**config.mk**
```make
export PLATFORM = sky130hd
export DESIGN_NAME = thermal_alarm
export DESIGN_NICKNAME = d
export VERILOG_FILES = /design/src/rtl/thermal_alarm_pkg.sv /design/src/rtl/alarm_bus_decode.sv /design/src/rtl/alarm_cfg_regs.sv /design/src/rtl/alarm_compare.sv /design/src/rtl/thermal_alarm.sv
export SDC_FILE = /design/constraint.sdc
export NUM_CORES = 1
export LEC_CHECK = 0
export ABC_CLOCK_PERIOD_IN_PS = 2800
export BUFFER_PORTS_ARGS = -buffer_cell sky130_fd_sc_hd__buf_2
export CELL_PAD_IN_SITES_DETAIL_PLACEMENT = 1
export CELL_PAD_IN_SITES_GLOBAL_PLACEMENT = 2
export CORE_ASPECT_RATIO = 0.6
export CORE_UTILIZATION = 30
export DETAILED_ROUTE_END_ITERATION = 8
export GPL_TIMING_DRIVEN = 0
export PLACE_DENSITY_LB_ADDON = 0.1
export SLEW_MARGIN = 20
export SYNTH_ARGS = -nofsm -noshare
export SYNTH_HDL_FRONTEND = slang
export SYNTH_SLANG_ARGS = --single-unit
```
**constraint.sdc**
```tcl
create_clock -name clk -period 2.8 [get_ports clk]
set_clock_uncertainty 0.15 [all_clocks]
set_input_delay 0.56 -clock clk [delete_from_list [all_inputs] [get_ports clk]]
set_output_delay 0.56 -clock clk [all_outputs]
set_load 0.05 [all_outputs]
```
**src/rtl/thermal_alarm_pkg.sv**
```systemverilog
package thermal_alarm_pkg;
  typedef enum logic [1:0] {
    OP_WRITE  = 2'd0,
    OP_SET    = 2'd1,
    OP_CLEAR  = 2'd2,
    OP_TOGGLE = 2'd3
  } alias_op_e;

  typedef enum logic [1:0] {
    SEL_CTRL = 2'd0,
    SEL_STAT = 2'd1,
    SEL_DATA = 2'd2,
    SEL_THR  = 2'd3
  } reg_sel_e;

  localparam int IE_BIT      = 9;
  localparam int MODE_LO     = 2;
  localparam int FLT_CLR_BIT = 21;
  localparam int FLAG_BIT    = 9;
  localparam int LIVE_BIT    = 13;
  localparam int DRDY_BIT    = 16;

  function automatic logic [31:0] alias_apply(input logic [31:0] cur,
                                              input logic [31:0] wd,
                                              input alias_op_e   op);
    case (op)
      OP_WRITE:  return wd;
      OP_SET:    return cur | wd;
      OP_CLEAR:  return cur & ~wd;
      default:   return cur ^ wd;
    endcase
  endfunction
endpackage

```
**src/rtl/alarm_bus_decode.sv**
```systemverilog
module alarm_bus_decode
  import thermal_alarm_pkg::*;
#(
  parameter int ADDR_W = 8
) (
  input  logic [ADDR_W-1:0] addr,
  input  logic              wr,
  output logic              hit,
  output reg_sel_e          rsel,
  output alias_op_e         op,
  output logic              wr_ctrl,
  output logic              wr_stat,
  output logic              wr_thr
);
  localparam int HI_W = ADDR_W - 6;

  always_comb begin
    hit     = (addr[ADDR_W-1:6] == {HI_W{1'b0}}) && (addr[1:0] == 2'b00);
    rsel    = reg_sel_e'(addr[5:4]);
    op      = alias_op_e'(addr[3:2]);
    wr_ctrl = wr && hit && (rsel == SEL_CTRL);
    wr_stat = wr && hit && (rsel == SEL_STAT);
    wr_thr  = wr && hit && (rsel == SEL_THR);
  end
endmodule

```
**src/rtl/alarm_cfg_regs.sv**
```systemverilog
module alarm_cfg_regs
  import thermal_alarm_pkg::*;
#(
  parameter int DATA_W = 32,
  parameter int SMP_W  = 16
) (
  input  logic              clk,
  input  logic              rst_n,
  input  logic              wr_ctrl,
  input  logic              wr_thr,
  input  alias_op_e         op,
  input  logic [DATA_W-1:0] wdata,
  output logic [DATA_W-1:0] ctrl_q,
  output logic [DATA_W-1:0] thr_q,
  output logic              ie,
  output logic [1:0]        mode,
  output logic [SMP_W-1:0]  thr
);
  localparam int THR_LO = DATA_W - SMP_W;
  localparam logic [DATA_W-1:0] CTRL_MASK =
    (DATA_W'(1) << IE_BIT) | (DATA_W'(3) << MODE_LO);
  localparam logic [DATA_W-1:0] THR_MASK =
    {{SMP_W{1'b1}}, {THR_LO{1'b0}}};

  always_ff @(posedge clk or negedge rst_n) begin
    if (!rst_n) begin
      ctrl_q <= '0;
      thr_q  <= '0;
    end else begin
      if (wr_ctrl) ctrl_q <= alias_apply(ctrl_q, wdata, op) & CTRL_MASK;
      if (wr_thr)  thr_q  <= alias_apply(thr_q, wdata, op) & THR_MASK;
    end
  end

  assign ie   = ctrl_q[IE_BIT];
  assign mode = ctrl_q[MODE_LO +: 2];
  assign thr  = thr_q[THR_LO +: SMP_W];
endmodule

```
**src/rtl/alarm_compare.sv**
```systemverilog
module alarm_compare #(
  parameter int SMP_W = 16
) (
  input  logic             clk,
  input  logic             rst_n,
  input  logic             smp_valid,
  input  logic [SMP_W-1:0] smp_data,
  input  logic [1:0]       mode,
  input  logic [SMP_W-1:0] thr,
  input  logic             fault_clr,
  input  logic             clr_flag,
  input  logic             clr_drdy,
  output logic             live_q,
  output logic             flag_q,
  output logic             drdy_q,
  output logic [SMP_W-1:0] data_q
);
  logic hit_now;

  always_comb begin
    case (mode)
      2'd0:    hit_now = $signed(smp_data) <= $signed(thr);
      2'd1:    hit_now = $signed(smp_data) >= $signed(thr);
      default: hit_now = 1'b0;
    endcase
  end

  always_ff @(posedge clk or negedge rst_n) begin
    if (!rst_n) begin
      live_q <= 1'b0;
      flag_q <= 1'b0;
      drdy_q <= 1'b0;
      data_q <= '0;
    end else begin
      if (smp_valid) begin
        data_q <= smp_data;
        live_q <= hit_now;
      end else if (fault_clr) begin
        live_q <= 1'b0;
      end
      if (smp_valid && hit_now) flag_q <= 1'b1;
      else if (clr_flag)        flag_q <= 1'b0;
      if (smp_valid)            drdy_q <= 1'b1;
      else if (clr_drdy)        drdy_q <= 1'b0;
    end
  end
endmodule

```
**src/rtl/thermal_alarm.sv**
```systemverilog
module thermal_alarm
  import thermal_alarm_pkg::*;
#(
  parameter int ADDR_W = 8,
  parameter int DATA_W = 32,
  parameter int SMP_W  = 16
) (
  input  logic              clk,
  input  logic              rst_n,
  input  logic [ADDR_W-1:0] reg_addr,
  input  logic              reg_wr,
  input  logic [DATA_W-1:0] reg_wdata,
  output logic [DATA_W-1:0] reg_rdata,
  input  logic              smp_valid,
  output logic              smp_ready,
  input  logic [SMP_W-1:0]  smp_data,
  output logic              irq
);
  localparam int EXT_W = DATA_W - SMP_W;

  logic              hit, wr_ctrl, wr_stat, wr_thr;
  reg_sel_e          rsel;
  alias_op_e         op;
  logic [DATA_W-1:0] ctrl_q, thr_q;
  logic              ie_q;
  logic [1:0]        mode_q;
  logic [SMP_W-1:0]  thr_val;
  logic              live_q, flag_q, drdy_q;
  logic [SMP_W-1:0]  data_q;
  logic              fault_clr, clr_flag, clr_drdy;

  alarm_bus_decode #(.ADDR_W(ADDR_W)) u_dec (
    .addr(reg_addr), .wr(reg_wr), .hit(hit), .rsel(rsel), .op(op),
    .wr_ctrl(wr_ctrl), .wr_stat(wr_stat), .wr_thr(wr_thr)
  );

  alarm_cfg_regs #(.DATA_W(DATA_W), .SMP_W(SMP_W)) u_cfg (
    .clk(clk), .rst_n(rst_n), .wr_ctrl(wr_ctrl), .wr_thr(wr_thr), .op(op),
    .wdata(reg_wdata), .ctrl_q(ctrl_q), .thr_q(thr_q), .ie(ie_q),
    .mode(mode_q), .thr(thr_val)
  );

  assign fault_clr = wr_ctrl && reg_wdata[FLT_CLR_BIT];
  assign clr_flag  = wr_stat && (op == OP_CLEAR) && reg_wdata[FLAG_BIT];
  assign clr_drdy  = wr_stat && (op == OP_CLEAR) && reg_wdata[DRDY_BIT];

  alarm_compare #(.SMP_W(SMP_W)) u_cmp (
    .clk(clk), .rst_n(rst_n), .smp_valid(smp_valid), .smp_data(smp_data),
    .mode(mode_q), .thr(thr_val), .fault_clr(fault_clr),
    .clr_flag(clr_flag), .clr_drdy(clr_drdy),
    .live_q(live_q), .flag_q(flag_q), .drdy_q(drdy_q), .data_q(data_q)
  );

  always_comb begin
    reg_rdata = '0;
    if (hit) begin
      case (rsel)
        SEL_CTRL: reg_rdata = ctrl_q;
        SEL_STAT: begin
          reg_rdata[FLAG_BIT] = flag_q;
          reg_rdata[LIVE_BIT] = live_q;
          reg_rdata[DRDY_BIT] = drdy_q;
        end
        SEL_DATA: reg_rdata = {{EXT_W{data_q[SMP_W-1]}}, data_q};
        default:  reg_rdata = thr_q;
      endcase
    end
  end

  assign smp_ready = 1'b1;
  assign irq       = flag_q & ie_q;
endmodule

```
## Yosys cells after proc, flatten, opt, wreduce, memory -nomap -nowiden

Cells that the tools add are included.

| word-level totals | value |
|---|---|
| register bits after elaboration | 38 |
| bits in latches | 0 |
| bits in writable memories | 0 |
| bits in read-only memories | 0 |
| input bits | 60 |
| output and inout bits | 34 |
| word-level logic and storage cells | 58 |
| memories kept | 0 |

| cells by class | value |
|---|---|
| add/subtract/negate cells | 0 |
| multiply operators | 0 |
| divide/modulo/power cells | 0 |
| order comparisons | 2 |
| equality and inequality tests | 6 |
| shift-type cells | 0 |
| mux-type cells | 17 |
| bitwise logic cells | 8 |
| reduce and logical (&&, ||, !) cells | 19 |

Operators with widths:

| operator | number |
|---|---|
| $pmux W32 S3 | 1 |
| $and A32 B32 Y32 | 1 |
| $mux W32 | 1 |
| $not A32 Y32 | 1 |
| $or A32 B32 Y32 | 1 |
| $xor A32 B32 Y32 | 1 |
| $pmux W10 S3 | 1 |
| $pmux W15 S2 | 1 |
| $pmux W9 S2 | 1 |
| $ge A16 B16 Y1 | 1 |
| $le A16 B16 Y1 | 1 |
| $and A10 B10 Y10 | 1 |
| $logic_and A1 B1 Y1 | 10 |
| $logic_not A2 Y1 | 5 |
| $or A10 B10 Y10 | 1 |
| $xor A10 B10 Y10 | 1 |
| $eq A2 B1 Y1 const B | 3 |
| $eq A2 B2 Y1 const B | 3 |
| $mux W1 | 6 |
| $pmux W1 S3 | 2 |
| $reduce_bool A2 Y1 | 3 |
| $pmux W1 S2 | 2 |
| $mux W3 | 1 |
| $mux W2 | 1 |
| other kinds (2) | 2 |

## Longest topological paths before layout

Gate-level depths: netlist of run 1.

| logic depth | value |
|---|---|
| word-level depth | 8 |
| depth in mapped cells | 8 |
| mapped depth without buffers | 7 |

## Cells and area by module

Synthesis of run 1 repeated with hierarchy kept, for this count alone.

| unflattened totals | value |
|---|---|
| cell total of the unflattened synthesis | 522 |
| area, all modules | 4593.2 sq um |

Modules (own cells, without submodules):

| module | times used | cells an instance | area an instance (sq um) | seq. area each (sq um) |
|---|---|---|---|---|
| alarm_cfg_regs | 1 | 251 | 2362.3 | 475.5 |
| alarm_compare | 1 | 110 | 1187.4 | 475.5 |
| thermal_alarm | 1 | 152 | 962.2 | 0.0 |
| alarm_bus_decode | 1 | 9 | 81.3 | 0.0 |

## Worst setup path before layout of run 1

No wires, ideal clock.

| path | value |
|---|---|
| path kind | input to output |
| from | in reg_addr[7] |
| to | out reg_rdata[16] |
| arrival | 2434 ps |
| required time | 2090 ps |
| slack | -344 ps |
| cell stages on the path | 3 |
| path buffers | 1 |
| path through | or4_1 > buf_2 > a211oi_1 |

| between the ends | value |
|---|---|
| cells in the longest elaborated chain, start to end | 3 |

Ends and longest elaborated chain:

| item | line | text |
|---|---|---|
| start: declaration | thermal_alarm.sv:10 | `input logic [ADDR_W-1:0] reg_addr,` |
| $logic_not A2 Y1 | alarm_bus_decode.sv:18 | `hit = (addr[ADDR_W-1:6] == {HI_W{1'b0}}) && (addr[1:0] == 2'b00);` |
| $logic_and A1 B1 Y1 | alarm_bus_decode.sv:18 |  |
| $mux W32 | thermal_alarm.sv:56 | `if (hit) begin` |
| end: declaration | thermal_alarm.sv:13 | `output logic [DATA_W-1:0] reg_rdata,` |

Every way passes these cells.

## Worst setup path after layout of run 1

| path | value |
|---|---|
| from | in reg_addr[4] |
| to | out reg_rdata[23] |

| between the ends | value |
|---|---|
| cells in the longest elaborated chain, start to end | 4 |
| elaborated cells on any way between the ends | 6 |
| those cells by class | eq/ne: 2; mux: 2; reduce/logical: 2 |

Ends and longest elaborated chain:

| item | line | text |
|---|---|---|
| $eq A2 B1 Y1 or $logic_not A2 Y1 (tied branches) | thermal_alarm.sv:57 | `case (rsel)` |
| $reduce_or A2 Y1 (no source line) | - |  |
| $pmux W15 S2 (*) | thermal_alarm.sv:57 |  |
| $mux W32 (*) | thermal_alarm.sv:56 |  |

Every way passes the cells marked *; elsewhere a longest branch is shown, timed or not.

==> results.md, run 1 <==
| Item | This run | Unit |
| --- | --- | --- |
| Class of the most critical setup path | input pin to output port | - |
| Proportion of layout cells with a drive suffix above 1 | 0.237 | - |
| Share of Yosys cell area claimed by the top area cell type | 0.285 | - |
| Final-report hold violation count | 0 | - |
| Reported leakage power | 2.03 | nW |
| Total power density per cell area | 438 | mW/mm2 |
| Peak clock frequency supported by timing | 368 | MHz |
| Critical Path Fanout Max | 10 | - |
| Maximum buffer depth of the clock tree | 2 | - |
| Final standard cell count with taps included and fillers excluded | 629 | - |
| X dimension of the die | 138 | um |
| Placed wire-length estimate after detailed placement | 9260 | um |
| Relative slew margins | 0.358 | - |
| Number of synthesized flops with an enable pin | 0 | - |
| Top-count cell post-synth | nand2_1 | - |
| Yosys reg bits | 38 | - |
| Synth Flop Type | dfrtp_1 | - |
| Clk pin slew, worst setup/hold paths | 0.06 | ns |
| Average size of a mapped cell | 8.25 | um2 |
| Transition time at the pin with the least slew margin | 0.963 | ns |
| Max-slew violation count | 0 | - |
| CTS root buffer | clkbuf_16 | - |
| Clock tree from TritonCTS | done | - |
| Kind of cell with the highest combined delay on the critical path | buffers and inverters | - |
| Bufs and invs on worst path | 4 | - |
| Clock latency at the later pin of the worst-skew pair | 0.28 | ns |
| Quantity of I/O buffers inserted on ports | 78 | - |
| Layout Nets | 610 | - |
| Core Region | 0.0107 | mm2 |
| Number of buffers created by CTS | 5 | - |
| Final number of setup-violating endpoints | 0 | - |
| Synthesized instance count | 404 | - |
| Outcome | finished, violations left | - |
| Maximum Capacitance Violations | 0 | - |
| RSZ-0062 raised after global routing | true | - |
| Drt first-iter violations | 103 | - |
| Die area | 0.0115 | mm2 |
| Combined global-route utilization of all metal layers | 0.212 | - |
| CP arrival | 2.01 | ns |
| Top cell type by total area after synthesis | dfrtp_1 | - |
| Worst path cell trace | buf_2 -> inv_1 -> ha_4 -> and2_1 -> o21ai_4 -> clkbuf_4 -> a21oi_1 -> buf_4 | - |
| Number of distinct library cells after synthesis | 41 | - |
| Portion of the post-synthesis area used by sequential elements | 0.285 | - |
| Final routed wirelength across all metal layers | 11700 | um |
| Iteration count of the initial detailed-routing pass | 6 | - |
| Footprint of the flip-flops and latches | 951 | um2 |
| Required arrival time at the worst endpoint | 2.09 | ns |
| Number of diodes added for antenna fixing | 0 | - |
| Number of nets produced by synthesis | 523 | - |
| Count of hold-fix buffers inserted at cts | 0 | - |
| Cell at the slowest stage of the critical path | buf_4 | - |
| CTS H-Tree Depth | 2 | - |
| Area growth from synthesis to final layout | 24.0 | % |
| Vert. Die Dim | 83.6 | um |
| Initial Util | 0.311 | - |
| Number of placed I/O pins | 94 | - |
| Final worst path period need | 2.72 | ns |
| Mapped cell area | 0.00333 | mm2 |
| Total Neg Setup Slack | 0 | ns |
| Worst path max stage delay | 0.24 | ns |
| Footprint of the multi-input gates | 0.00218 | mm2 |
| Portion of the clock cycle consumed by the worst path in the final layout | 0.970 | - |
| Number of fill cells | 1297 | - |
| Cell Area, Placed | 0.00391 | mm2 |
| Total number of clock tree sinks | 38 | - |
| Cell types occupying the most area after synthesis | dfrtp_1 (29%), ha_1 (22%), o21ai_0 (8.9%), nand2_1 (7.2%), mux2_2 (5.4%) | - |
| Post-DRT Antenna Nets | 0 | - |
| CP Capture Type | output port | - |
| DRC violation count after routing | 14 | - |
| Violated checks | design-rule violations | - |
| Total via count after detailed routing | 3217 | - |
| Startpoint type of the worst setup path | input pin | - |
| Proportion of synthesized flip-flops having asynchronous set or reset | 1.00 | - |
| Worst hold path type | input pin to asynchronous set/reset pin | - |
| Antenna violations before repair | 0 | - |
| Number of warnings reported in the yosys synthesis log | 0 | - |
| Maximum number of pins on one net before global-route repair | 39 | - |
| Row count | 29 | - |
| Top cells by count, synth | nand2_1 (64), ha_1 (59), o21ai_0 (59) | - |
| Placer Congestion | 0.783 | - |
| Finished layout cell area | 0.00413 | mm2 |
| Via count of the first global-routing pass | 3350 | - |
| Wire per inst | 18.6 | um |
| Vias per inst | 5.11 | - |
| Peak supply drop | 0.197 | mV |
| Total placed cells including tap cells | 621 | - |
| Grt total ovfl | 0 | - |
| Global-route wire length before repair | 18700 | um |
-- layout make-up --
cell class                      count  share of cell area
Buffer                             24              0.0245
Clock buffer                        6              0.0336
Inverter                           42              0.0381
Multi-Input combinational cell    299               0.528
Sequential cell                    38               0.230
Tap cell                          139              0.0421
Timing Repair Buffer               81               0.104
-- per-stage QoR --
step	setup slack (ns)	hold WS (ns)	utilization	power, mW
2_1_floorplan	-0.332	0.114	-	1.04
3_3_place_gp	-0.966	0.331	0.365	1.22
3_5_place_dp	-0.563	0.338	0.366	1.25
4_1_cts	0.0157	0.320	0.384	1.83
5_1_grt	-0.00520	0.356	0.386	1.94
6_report	0.0830	0.268	0.386	1.81
-- path summary, 6_finish.rpt --
check / startpoint / endpoint / slack [ns] / cells past startpoint
hold reg to reg: u_cmp.data_q[10]$_DFFE_PN0P_ / u_cmp.data_q[10]$_DFFE_PN0P_ / 0.35 / 1
hold / removal: rst_n / u_cfg.thr_q[27]$_DFFE_PN0P_ / 0.27 / 1
setup / recovery: reg_addr[4] / reg_rdata[23] / 0.08 / 8
min in group clk: u_cmp.data_q[10]$_DFFE_PN0P_ / u_cmp.data_q[10]$_DFFE_PN0P_ / 0.35 / 1
max in group asynchronous: rst_n / u_cmp.data_q[1]$_DFFE_PN0P_ / 1.62 / 1
setup reg to reg: u_cfg.thr_q[31]$_DFFE_PN0P_ / u_cmp.live_q$_DFFE_PN0P_ / 0.14 / 8
-- registers in the layout (all words and copies together) (netlist names) --
register / count
u_cfg.thr_q: 16
u_cmp.data_q: 16
u_cfg.ctrl_q: 3
u_cmp.drdy_q: 1
u_cmp.flag_q: 1
u_cmp.live_q: 1
-- worst reg2reg max path: cells and delay by family (launching register included) --
kind                       cells  cell delay (ns)
adders and majority gates      1             0.42
AOI/OAI and AO/OA              1             0.17
DFF                            1             0.36
and+or+nand+nor                4             1.18
buffers and inverters          2             0.30
-- kinds of logic after synthesis --
kind of cell    Yosys count  share of synthesized area
fa+ha+maj                59                      0.221
xor+xnor                  2                    0.00526
compound gates          119                      0.215
mux                      16                     0.0541
buf+inv                  67                     0.0770
flops                    38                      0.285
other cells               1                    0.00113
simple gates            102                      0.141
-- metal layers --
layer  global-route usage  vias up  routed length (um)
met5                    0        -                   0
met1                0.309     1556                6130
met4               0.0480        0                  93
met2                0.320       72                4850
met3               0.0436        8                 630
li1                     -     1581                   -
-- power by group --
part	internal [mW]	leakage (nW)	total [mW]	switching [mW]
Clock	0.344	0.0688	0.564	0.220
Sequential	0.620	0.473	0.681	0.0613
Combinational	0.219	1.48	0.567	0.348
-- cell usage in the layout, fill, tap and decap left out, drive strengths merged, types with 4 or more instances in the layout --
cell type / Yosys / final
buf: 5 / 84
nand2: 64 / 64
o21ai: 60 / 60
ha: 59 / 59
inv: 42 / 42
dfrtp: 38 / 38
clkbuf: 20 / 27
a21oi: 22 / 22
o211ai: 19 / 19
mux2: 16 / 16
and3: 14 / 14
nand4: 4 / 4
-- repair_timing --
item | in CTS | in global routing
buffers inserted | 3 | 0
gates resized for setup | 13 | 6
pin swaps | 1 | 0
endpoints found under the setup margin | 27 | 20
Note: power is estimated with default switching activity, not from simulation.
==> inputs of run 2 (changes only) <==
--- a/config.mk
+++ b/config.mk
@@ -14,6 +14,7 @@
 export DETAILED_ROUTE_END_ITERATION = 8
 export GPL_TIMING_DRIVEN = 0
 export PLACE_DENSITY_LB_ADDON = 0.1
+export REMOVE_ABC_BUFFERS = 1
 export SLEW_MARGIN = 20
 export SYNTH_ARGS = -nofsm -noshare
 export SYNTH_HDL_FRONTEND = slang
==> results.md, run 2 (synthesis gave the netlist of run 1 again) <==
| Item | This run | Unit | vs previous |
| --- | --- | --- | --- |
| Number of fill cells | 1268 | - | -2.2% |
| Placed wire-length estimate after detailed placement | 7510 | um | -19% |
| Source of the worst register-to-register timing path | u_cfg.thr_q[31]$_DFFE_PN0P_ | - |  |
| Total Neg Setup Slack | 0 | ns | unchanged |
| Area growth from synthesis to final layout | 21.7 | % |  |
| Violated checks | design-rule violations | - |  |
| Critical Path Fanout Max | 7 | - | -3 |
| Wire per inst | 16.7 | um | -10% |
| Maximum number of pins on one net before global-route repair | 78 | - | +100% |
| RSZ-0062 raised after global routing | false | - |  |
| CTS root buffer | clkbuf_16 | - |  |
| Final routed wirelength across all metal layers | 10200 | um | -13% |
| Peak supply drop | 0.235 | mV | +19% |
| Worst hold path type | input pin to asynchronous set/reset pin | - |  |
| DRC violation count after routing | 8 | - | -6 |
| Maximum buffer depth of the clock tree | 2 | - | unchanged |
| Cell Area, Placed | 0.00384 | mm2 | -1.8% |
| Number of placed I/O pins | 94 | - | unchanged |
| Kind of cell with the highest combined delay on the critical path | simple AND/OR/NAND/NOR gates | - |  |
| Total placed cells including tap cells | 600 | - | -3.4% |
| Bufs and invs on worst path | 2 | - | -2 |
| Global-route wire length before repair | 17000 | um | -9.2% |
| Clock tree from TritonCTS | done | - |  |
| Count of hold-fix buffers inserted at cts | 0 | - | unchanged |
| Vert. Die Dim | 83.6 | um | unchanged |
| Relative slew margins | 0.361 | - | +0.00272 |
| Number of diodes added for antenna fixing | 0 | - | unchanged |
| Peak clock frequency supported by timing | 370 | MHz | +0.61% |
| Transition time at the pin with the least slew margin | 0.959 | ns | -0.00408 ns |
| Final standard cell count with taps included and fillers excluded | 609 | - | -3.2% |
| Total Power | 1.80 | mW | -0.45% |
| Class of the most critical setup path | input pin to output port | - |  |
| X dimension of the die | 138 | um | unchanged |
| Total power density per cell area | 445 | mW/mm2 | +1.5% |
| Antenna violations before repair | 0 | - | unchanged |
| Combined global-route utilization of all metal layers | 0.187 | - | -0.0251 |
| Iteration count of the initial detailed-routing pass | 8 | - | +2 |
| Outcome | finished, violations left | - |  |
| Cell at the slowest stage of the critical path | or4_1 | - |  |
| Minimum setup slack among reg-to-reg paths | 0.28 | ns | +0.14 ns |
| Vias per inst | 5.08 | - | -0.70% |
| Cell seen most often among critical-path stages | buf_2 | - |  |
| Portion of the clock cycle consumed by the worst path in the final layout | 0.964 | - | -0.00585 |
| CP arrival | 1.99 | ns | -0.02 ns |
| Number of cells on the worst reg-to-reg path | 7 | - | -1 |
| Startpoint type of the worst setup path | input pin | - |  |
| Layout Nets | 588 | - | -3.6% |
| Placer Congestion | 0.715 | - | -8.6% |
| Drt first-iter violations | 91 | - | -12% |
| Row count | 29 | - | unchanged |
| Required arrival time at the worst endpoint | 2.09 | ns | about the same |
| Finished layout cell area | 0.00406 | mm2 | -1.9% |
| Die area | 0.0115 | mm2 | unchanged |
| Clk pin slew, worst setup/hold paths | 0.06 | ns | about the same |
| Post-DRT Antenna Nets | 0 | - | unchanged |
| Most frequent standard cell in the layout excluding fill and tap cells | buf_2 | - |  |
| Total via count after detailed routing | 3093 | - | -3.9% |
| Total number of clock tree sinks | 38 | - | unchanged |
| Worst path max stage delay | 0.70 | ns | +0.46 ns |
| Reported leakage power | 2.00 | nW | -1.1% |
| Grt total ovfl | 0 | - | unchanged |
| Number of buffers created by CTS | 5 | - | unchanged |
| CP startpoint | reg_addr[7] | - |  |
| Quantity of I/O buffers inserted on ports | 79 | - | +1.3% |
| Final-report hold violation count | 0 | - | unchanged |
| CTS H-Tree Depth | 2 | - | unchanged |
| Destination of the worst register-to-register timing path | u_cmp.live_q$_DFFE_PN0P_ | - |  |
| CP Capture Type | output port | - |  |
| Worst path cell trace | buf_2 -> or4_1 -> a211oi_1 -> buf_2 | - |  |
| Final worst path period need | 2.70 | ns | -0.0164 ns |
| Commonest non-fill, non-tap cells in the layout | buf_2 (74), nand2_1 (64), o21ai_0 (59) | - |  |
| Proportion of layout cells with a drive suffix above 1 | 0.238 | - | +0.00156 |
| Max-slew violation count | 0 | - | unchanged |
| Initial Util | 0.311 | - | unchanged |
| Clock latency at the later pin of the worst-skew pair | 0.29 | ns | about the same |
| Maximum Capacitance Violations | 0 | - | unchanged |
| Registers with the highest flip-flop counts | u_cfg.thr_q: 16 flops, u_cmp.data_q: 16 flops, u_cfg.ctrl_q: 3 flops | - |  |
| Via count of the first global-routing pass | 3195 | - | -4.6% |
| Core Region | 0.0107 | mm2 | unchanged |
| Final number of setup-violating endpoints | 0 | - | unchanged |
-- run 2: changes by cell type in the layout (fill, tap and decap cells not counted), moves of 2 or more --
cell | before | now
clkbuf_2 | 2 | 0
buf_1 | 2 | 0
clkbuf_1 | 17 | 1
buf_2 | 72 | 74
buf_4 | 10 | 4
-- run 2: final cells by class --
| class | count | area, um2 | share of cell area |
|---|---|---|---|
| Clock buffer | 7 | 143 | 0.0352 |
| Multi-Input combinational cell | 299 | 2170 | 0.535 |
| Clock inverter | 1 | 5.00 | 0.00123 |
| Tap cell | 139 | 174 | 0.0429 |
| Sequential cell | 38 | 951 | 0.234 |
| Timing Repair Buffer | 83 | 454 | 0.112 |
| Inverter | 42 | 158 | 0.0389 |
-- run 2: repair_timing --
action	in CTS	in global routing
endpoints found under the setup margin	16	8
buffers inserted	0	1
pin swaps	0	2
cloned	0	0
hold endpoints to repair	0	0
gates resized for setup	8	3
-- run 2: how the worst max path moves through the flow --
stage / slack (ns) / to / depth (start not counted)
after floorplan: -0.87 / reg_rdata[17] / 3
after global placement: -3.05 / reg_rdata[26] / 5
after detailed placement: -0.47 / reg_rdata[19] / 6
after CTS: 0.001 / reg_rdata[23] / 8
after global routing: 0.0005 / reg_rdata[27] / 8
final: 0.1 / reg_rdata[16] / 4
-- run 2: layer usage --
layer | vias to the layer above | routed length [um] | track usage | part of all wire
met1 | 1499 | 5330 | 0.265 | 0.52
met3 | 7 | 297 | 0.0321 | 0.029
met2 | 49 | 4480 | 0.299 | 0.44
met4 | 0 | 66 | 0.0368 | 0.0065
li1 | 1538 | - | - | -
met5 | - | 0 | 0 | 0
-- run 2: power by group --
part	total (mW)	internal, mW	switching (mW)	leakage [nW]
logic	0.537	0.213	0.324	1.46
clock network	0.589	0.354	0.235	0.0739
registers	0.679	0.619	0.0595	0.473
-- run 2: through the flow --
stage | util | hold WS (ns) | setup WS (ns)
global route | 0.379 | 0.343 | 0.000538
detailed placement | 0.359 | 0.338 | -0.470
floorplan | - | 0.114 | -0.872
CTS | 0.376 | 0.309 | 0.00130
global placement | 0.355 | 0.332 | -3.05
finish | 0.379 | 0.275 | 0.0994
==> inputs of run 3 (changes only) <==
--- a/config.mk
+++ b/config.mk
@@ -5,6 +5,7 @@
 export SDC_FILE = /design/constraint.sdc
 export NUM_CORES = 1
 export LEC_CHECK = 0
+export ABC_AREA = 1
 export ABC_CLOCK_PERIOD_IN_PS = 2800
 export BUFFER_PORTS_ARGS = -buffer_cell sky130_fd_sc_hd__buf_2
 export CELL_PAD_IN_SITES_DETAIL_PLACEMENT = 1
==> results.md, run 3 <==
| Item | This run | Unit | vs previous |
| --- | --- | --- | --- |
| Outcome | complete, no violations | - |  |
| Proportion of synthesized flip-flops having asynchronous set or reset | 1.00 | - | unchanged |
| Grt total ovfl | 0 | - | unchanged |
| Iteration count of the initial detailed-routing pass | 4 | - | -4 |
| Portion of the post-synthesis area used by sequential elements | 0.287 | - | +0.00129 |
| Cell types occupying the most area after synthesis | dfrtp_1 (29%), ha_1 (22%), nand2_1 (11%), inv_1 (7.4%), a21oi_1 (6.8%) | - |  |
| Yosys reg bits | 38 | - | unchanged |
| Top cells by count, synth | nand2_1 (101), inv_1 (65), ha_1 (59) | - |  |
| Final number of setup-violating endpoints | 0 | - | unchanged |
| Synth Flop Type | dfrtp_1 | - |  |
| Die area | 0.0115 | mm2 | -0.44% |
| Number of distinct library cells after synthesis | 30 | - | -27% |
| Max-slew violation count | 0 | - | unchanged |
| Maximum Capacitance Violations | 0 | - | unchanged |
| Top cell type by total area after synthesis | dfrtp_1 | - |  |
| Maximum buffer depth of the clock tree | 2 | - | unchanged |
| Reported leakage power | 2.21 | nW | +10% |
| Clock tree from TritonCTS | done | - |  |
| CTS root buffer | clkbuf_16 | - |  |
| Worst path cell trace | buf_2 -> inv_1 -> ha_1 -> nand2_1 -> nand2_1 -> nand2_4 -> a21oi_1 -> buf_2 | - |  |
| CP arrival | 1.93 | ns | -0.06 ns |
| Clock latency at the later pin of the worst-skew pair | 0.28 | ns | about the same |
| Number of placed I/O pins | 94 | - | unchanged |
| Top-count cell post-synth | nand2_1 | - |  |
| Wire per inst | 16.1 | um | -3.5% |
| Total power density per cell area | 484 | mW/mm2 | +8.9% |
| Startpoint type of the worst setup path | input pin | - |  |
| Via count of the first global-routing pass | 3214 | - | +0.59% |
| Number of cells on the worst reg-to-reg path | 12 | - | +5 |
| RSZ-0062 raised after global routing | false | - |  |
| Total number of clock tree sinks | 38 | - | unchanged |
| Final setup slack of the worst path | 0.162 | ns | +0.0621 ns |
| Core Region | 0.0107 | mm2 | -0.34% |
| Transition time at the pin with the least slew margin | 1.03 | ns | +0.0730 ns |
| Destination of the worst register-to-register timing path | u_cmp.live_q$_DFFE_PN0P_ | - |  |
| Count of hold-fix buffers inserted at cts | 0 | - | unchanged |
| Required arrival time at the worst endpoint | 2.09 | ns | about the same |
| Initial Util | 0.311 | - | -0.000348 |
| Combined global-route utilization of all metal layers | 0.191 | - | +0.00393 |
| Proportion of layout cells with a drive suffix above 1 | 0.238 | - | about the same |
| Final-report hold violation count | 0 | - | unchanged |
| Area growth from synthesis to final layout | 19.5 | % |  |
| Total Power | 1.92 | mW | +6.4% |
| Share of Yosys cell area claimed by the top area cell type | 0.287 | - | +0.00129 |
| Commonest non-fill, non-tap cells in the layout | nand2_1 (100), buf_2 (79), inv_1 (65) | - |  |
| Worst path max stage delay | 0.29 | ns | -0.41 ns |
| CP Capture Type | output port | - |  |
| Most frequent standard cell in the layout excluding fill and tap cells | nand2_1 | - |  |
| Global-route wire length before repair | 16600 | um | -2.3% |
| Quantity of I/O buffers inserted on ports | 79 | - | unchanged |
| Cell at the slowest stage of the critical path | buf_2 | - |  |
| Layout Nets | 618 | - | +5.1% |
| Clk pin slew, worst setup/hold paths | 0.06 | ns | about the same |
| Peak clock frequency supported by timing | 379 | MHz | +2.4% |
| Number of diodes added for antenna fixing | 0 | - | unchanged |
| DRC violation count after routing | 0 | - | -8 |
| Source of the worst register-to-register timing path | u_cfg.thr_q[23]$_DFFE_PN0P_ | - |  |
| Final worst path period need | 2.64 | ns | -0.0621 ns |
| Post-DRT Antenna Nets | 0 | - | unchanged |
| X dimension of the die | 138 | um | -0.22% |
| Placer Congestion | 0.740 | - | +3.5% |
| CTS H-Tree Depth | 2 | - | unchanged |
| Final routed wirelength across all metal layers | 10300 | um | +1.1% |
| Relative slew margins | 0.312 | - | -0.0487 |
| Vias per inst | 4.77 | - | -6.1% |
| Number of synthesized flops with an enable pin | 0 | - | unchanged |
| Row count | 29 | - | unchanged |
| Registers with the highest flip-flop counts | u_cfg.thr_q: 16 flops, u_cmp.data_q: 16 flops, u_cfg.ctrl_q: 3 flops | - |  |
| Class of the most critical setup path | input pin to output port | - |  |
| Maximum number of pins on one net before global-route repair | 39 | - | -50% |
| Minimum setup slack among reg-to-reg paths | 0.73 | ns | +0.45 ns |
| Placement-stage worst setup slack | -0.647 | ns | -0.177 ns |
| Number of buffers created by CTS | 5 | - | unchanged |
| Total via count after detailed routing | 3044 | - | -1.6% |
| Drt first-iter violations | 58 | - | -36% |
| Antenna violations before repair | 0 | - | unchanged |
| Portion of the clock cycle consumed by the worst path in the final layout | 0.942 | - | -0.0222 |
| Peak supply drop | 0.332 | mV | +42% |
| Number of warnings reported in the yosys synthesis log | 0 | - | unchanged |
| Vert. Die Dim | 83.5 | um | -0.22% |
| Worst hold path type | input pin to asynchronous set/reset pin | - |  |
| Critical Path Fanout Max | 15 | - | +8 |
| Placed wire-length estimate after detailed placement | 7830 | um | +4.3% |
| Mapped cell area | 0.00332 | mm2 | -0.45% |
| Synthesized instance count | 430 | - | +6.4% |
| Average size of a mapped cell | 7.72 | um2 | -6.5% |
## run 3: changes by cell type after synthesis, moves of 16 or more
| cell | change |
|---|---|
| o21ai_1 | +18 |
| a21oi_1 | +23 |
| nand2_1 | +37 |
| inv_1 | +23 |
| mux2_2 | -16 |
| o211ai_1 | -19 |
| o21ai_0 | -48 |
## run 3: per-stage QoR
| step | instances | hold WS [ns] | TNS (ns) | area, um2 | utilization |
|---|---|---|---|---|---|
| after detailed placement | 631 | 0.320 | -8.62 | 3770 | 0.354 |
| after CTS | 638 | 0.317 | 0 | 3960 | 0.372 |
| after global placement | 631 | 0.310 | -7.16 | 3770 | 0.354 |
| after floorplan | 413 | 0.114 | -1.08 | 3210 | - |
| after global routing | 638 | 0.360 | 0 | 3960 | 0.372 |
| final | 638 | 0.276 | 0 | 3960 | 0.372 |
## run 3: worst max path at each step
stage                         end        start  depth (start not counted)  slack [ns]
finish              reg_rdata[28]  reg_addr[4]                          8        0.16
global route        reg_rdata[28]  reg_addr[4]                          8        0.04
CTS                 reg_rdata[28]  reg_addr[4]                          8        0.11
detailed placement  reg_rdata[28]  reg_addr[4]                          7       -0.65
global placement    reg_rdata[17]  reg_addr[4]                          7       -0.55
floorplan           reg_rdata[16]  reg_addr[4]                          5       -0.21
## run 3: kinds of logic (layout without fill, tap and decap cells)
family,count (synthesis),in the layout,synth area share
buffers and inverters,91,160,0.118
flip-flops,38,38,0.287
AO/OA/AOI/OAI,104,104,0.202
other,1,1,0.00113
AND/OR/NAND/NOR,136,136,0.167
XOR/XNOR,1,1,0.00264
adder cells (fa/ha/maj),59,59,0.222
## run 3: what timing repair did
| action | CTS | global route |
|---|---|---|
| gates resized for setup | 4 | 0 |
| setup buffers | 0 | 0 |
| setup endpoints to repair | 16 | 0 |
## run 3: cell type report
class / instances / area, um2
repair buffers: 79 / 395
fillers: 1331 / 6700
well taps: 139 / 174
inverters: 74 / 278
flip-flops and latches: 38 / 951
clock inverters: 1 / 30.0
clock buffers: 6 / 139
multi-input cells: 301 / 2000
## run 3: layer usage
layer	share of wire	vias up	wire, um	track usage
met4	0.0074	0	76	0.0375
met2	0.45	41	4640	0.312
met5	0	-	0	0
met1	0.51	1452	5260	0.263
met3	0.029	6	299	0.0340
li1	-	1545	-	-
## run 3: critical path, delay by kind of cell
kind	cells	cell delay, ns
AND/OR/NAND/NOR	3	0.41
buffers and inverters	3	0.52
AO/OA/AOI/OAI	1	0.20
adder cells (fa/ha/maj)	1	0.23
## run 3: power breakdown
part / total, mW / switching, mW / internal [mW]
registers: 0.672 / 0.0475 / 0.624
logic: 0.583 / 0.378 / 0.205
clock network: 0.666 / 0.226 / 0.440
total: 1.92 / 0.651 / 1.27
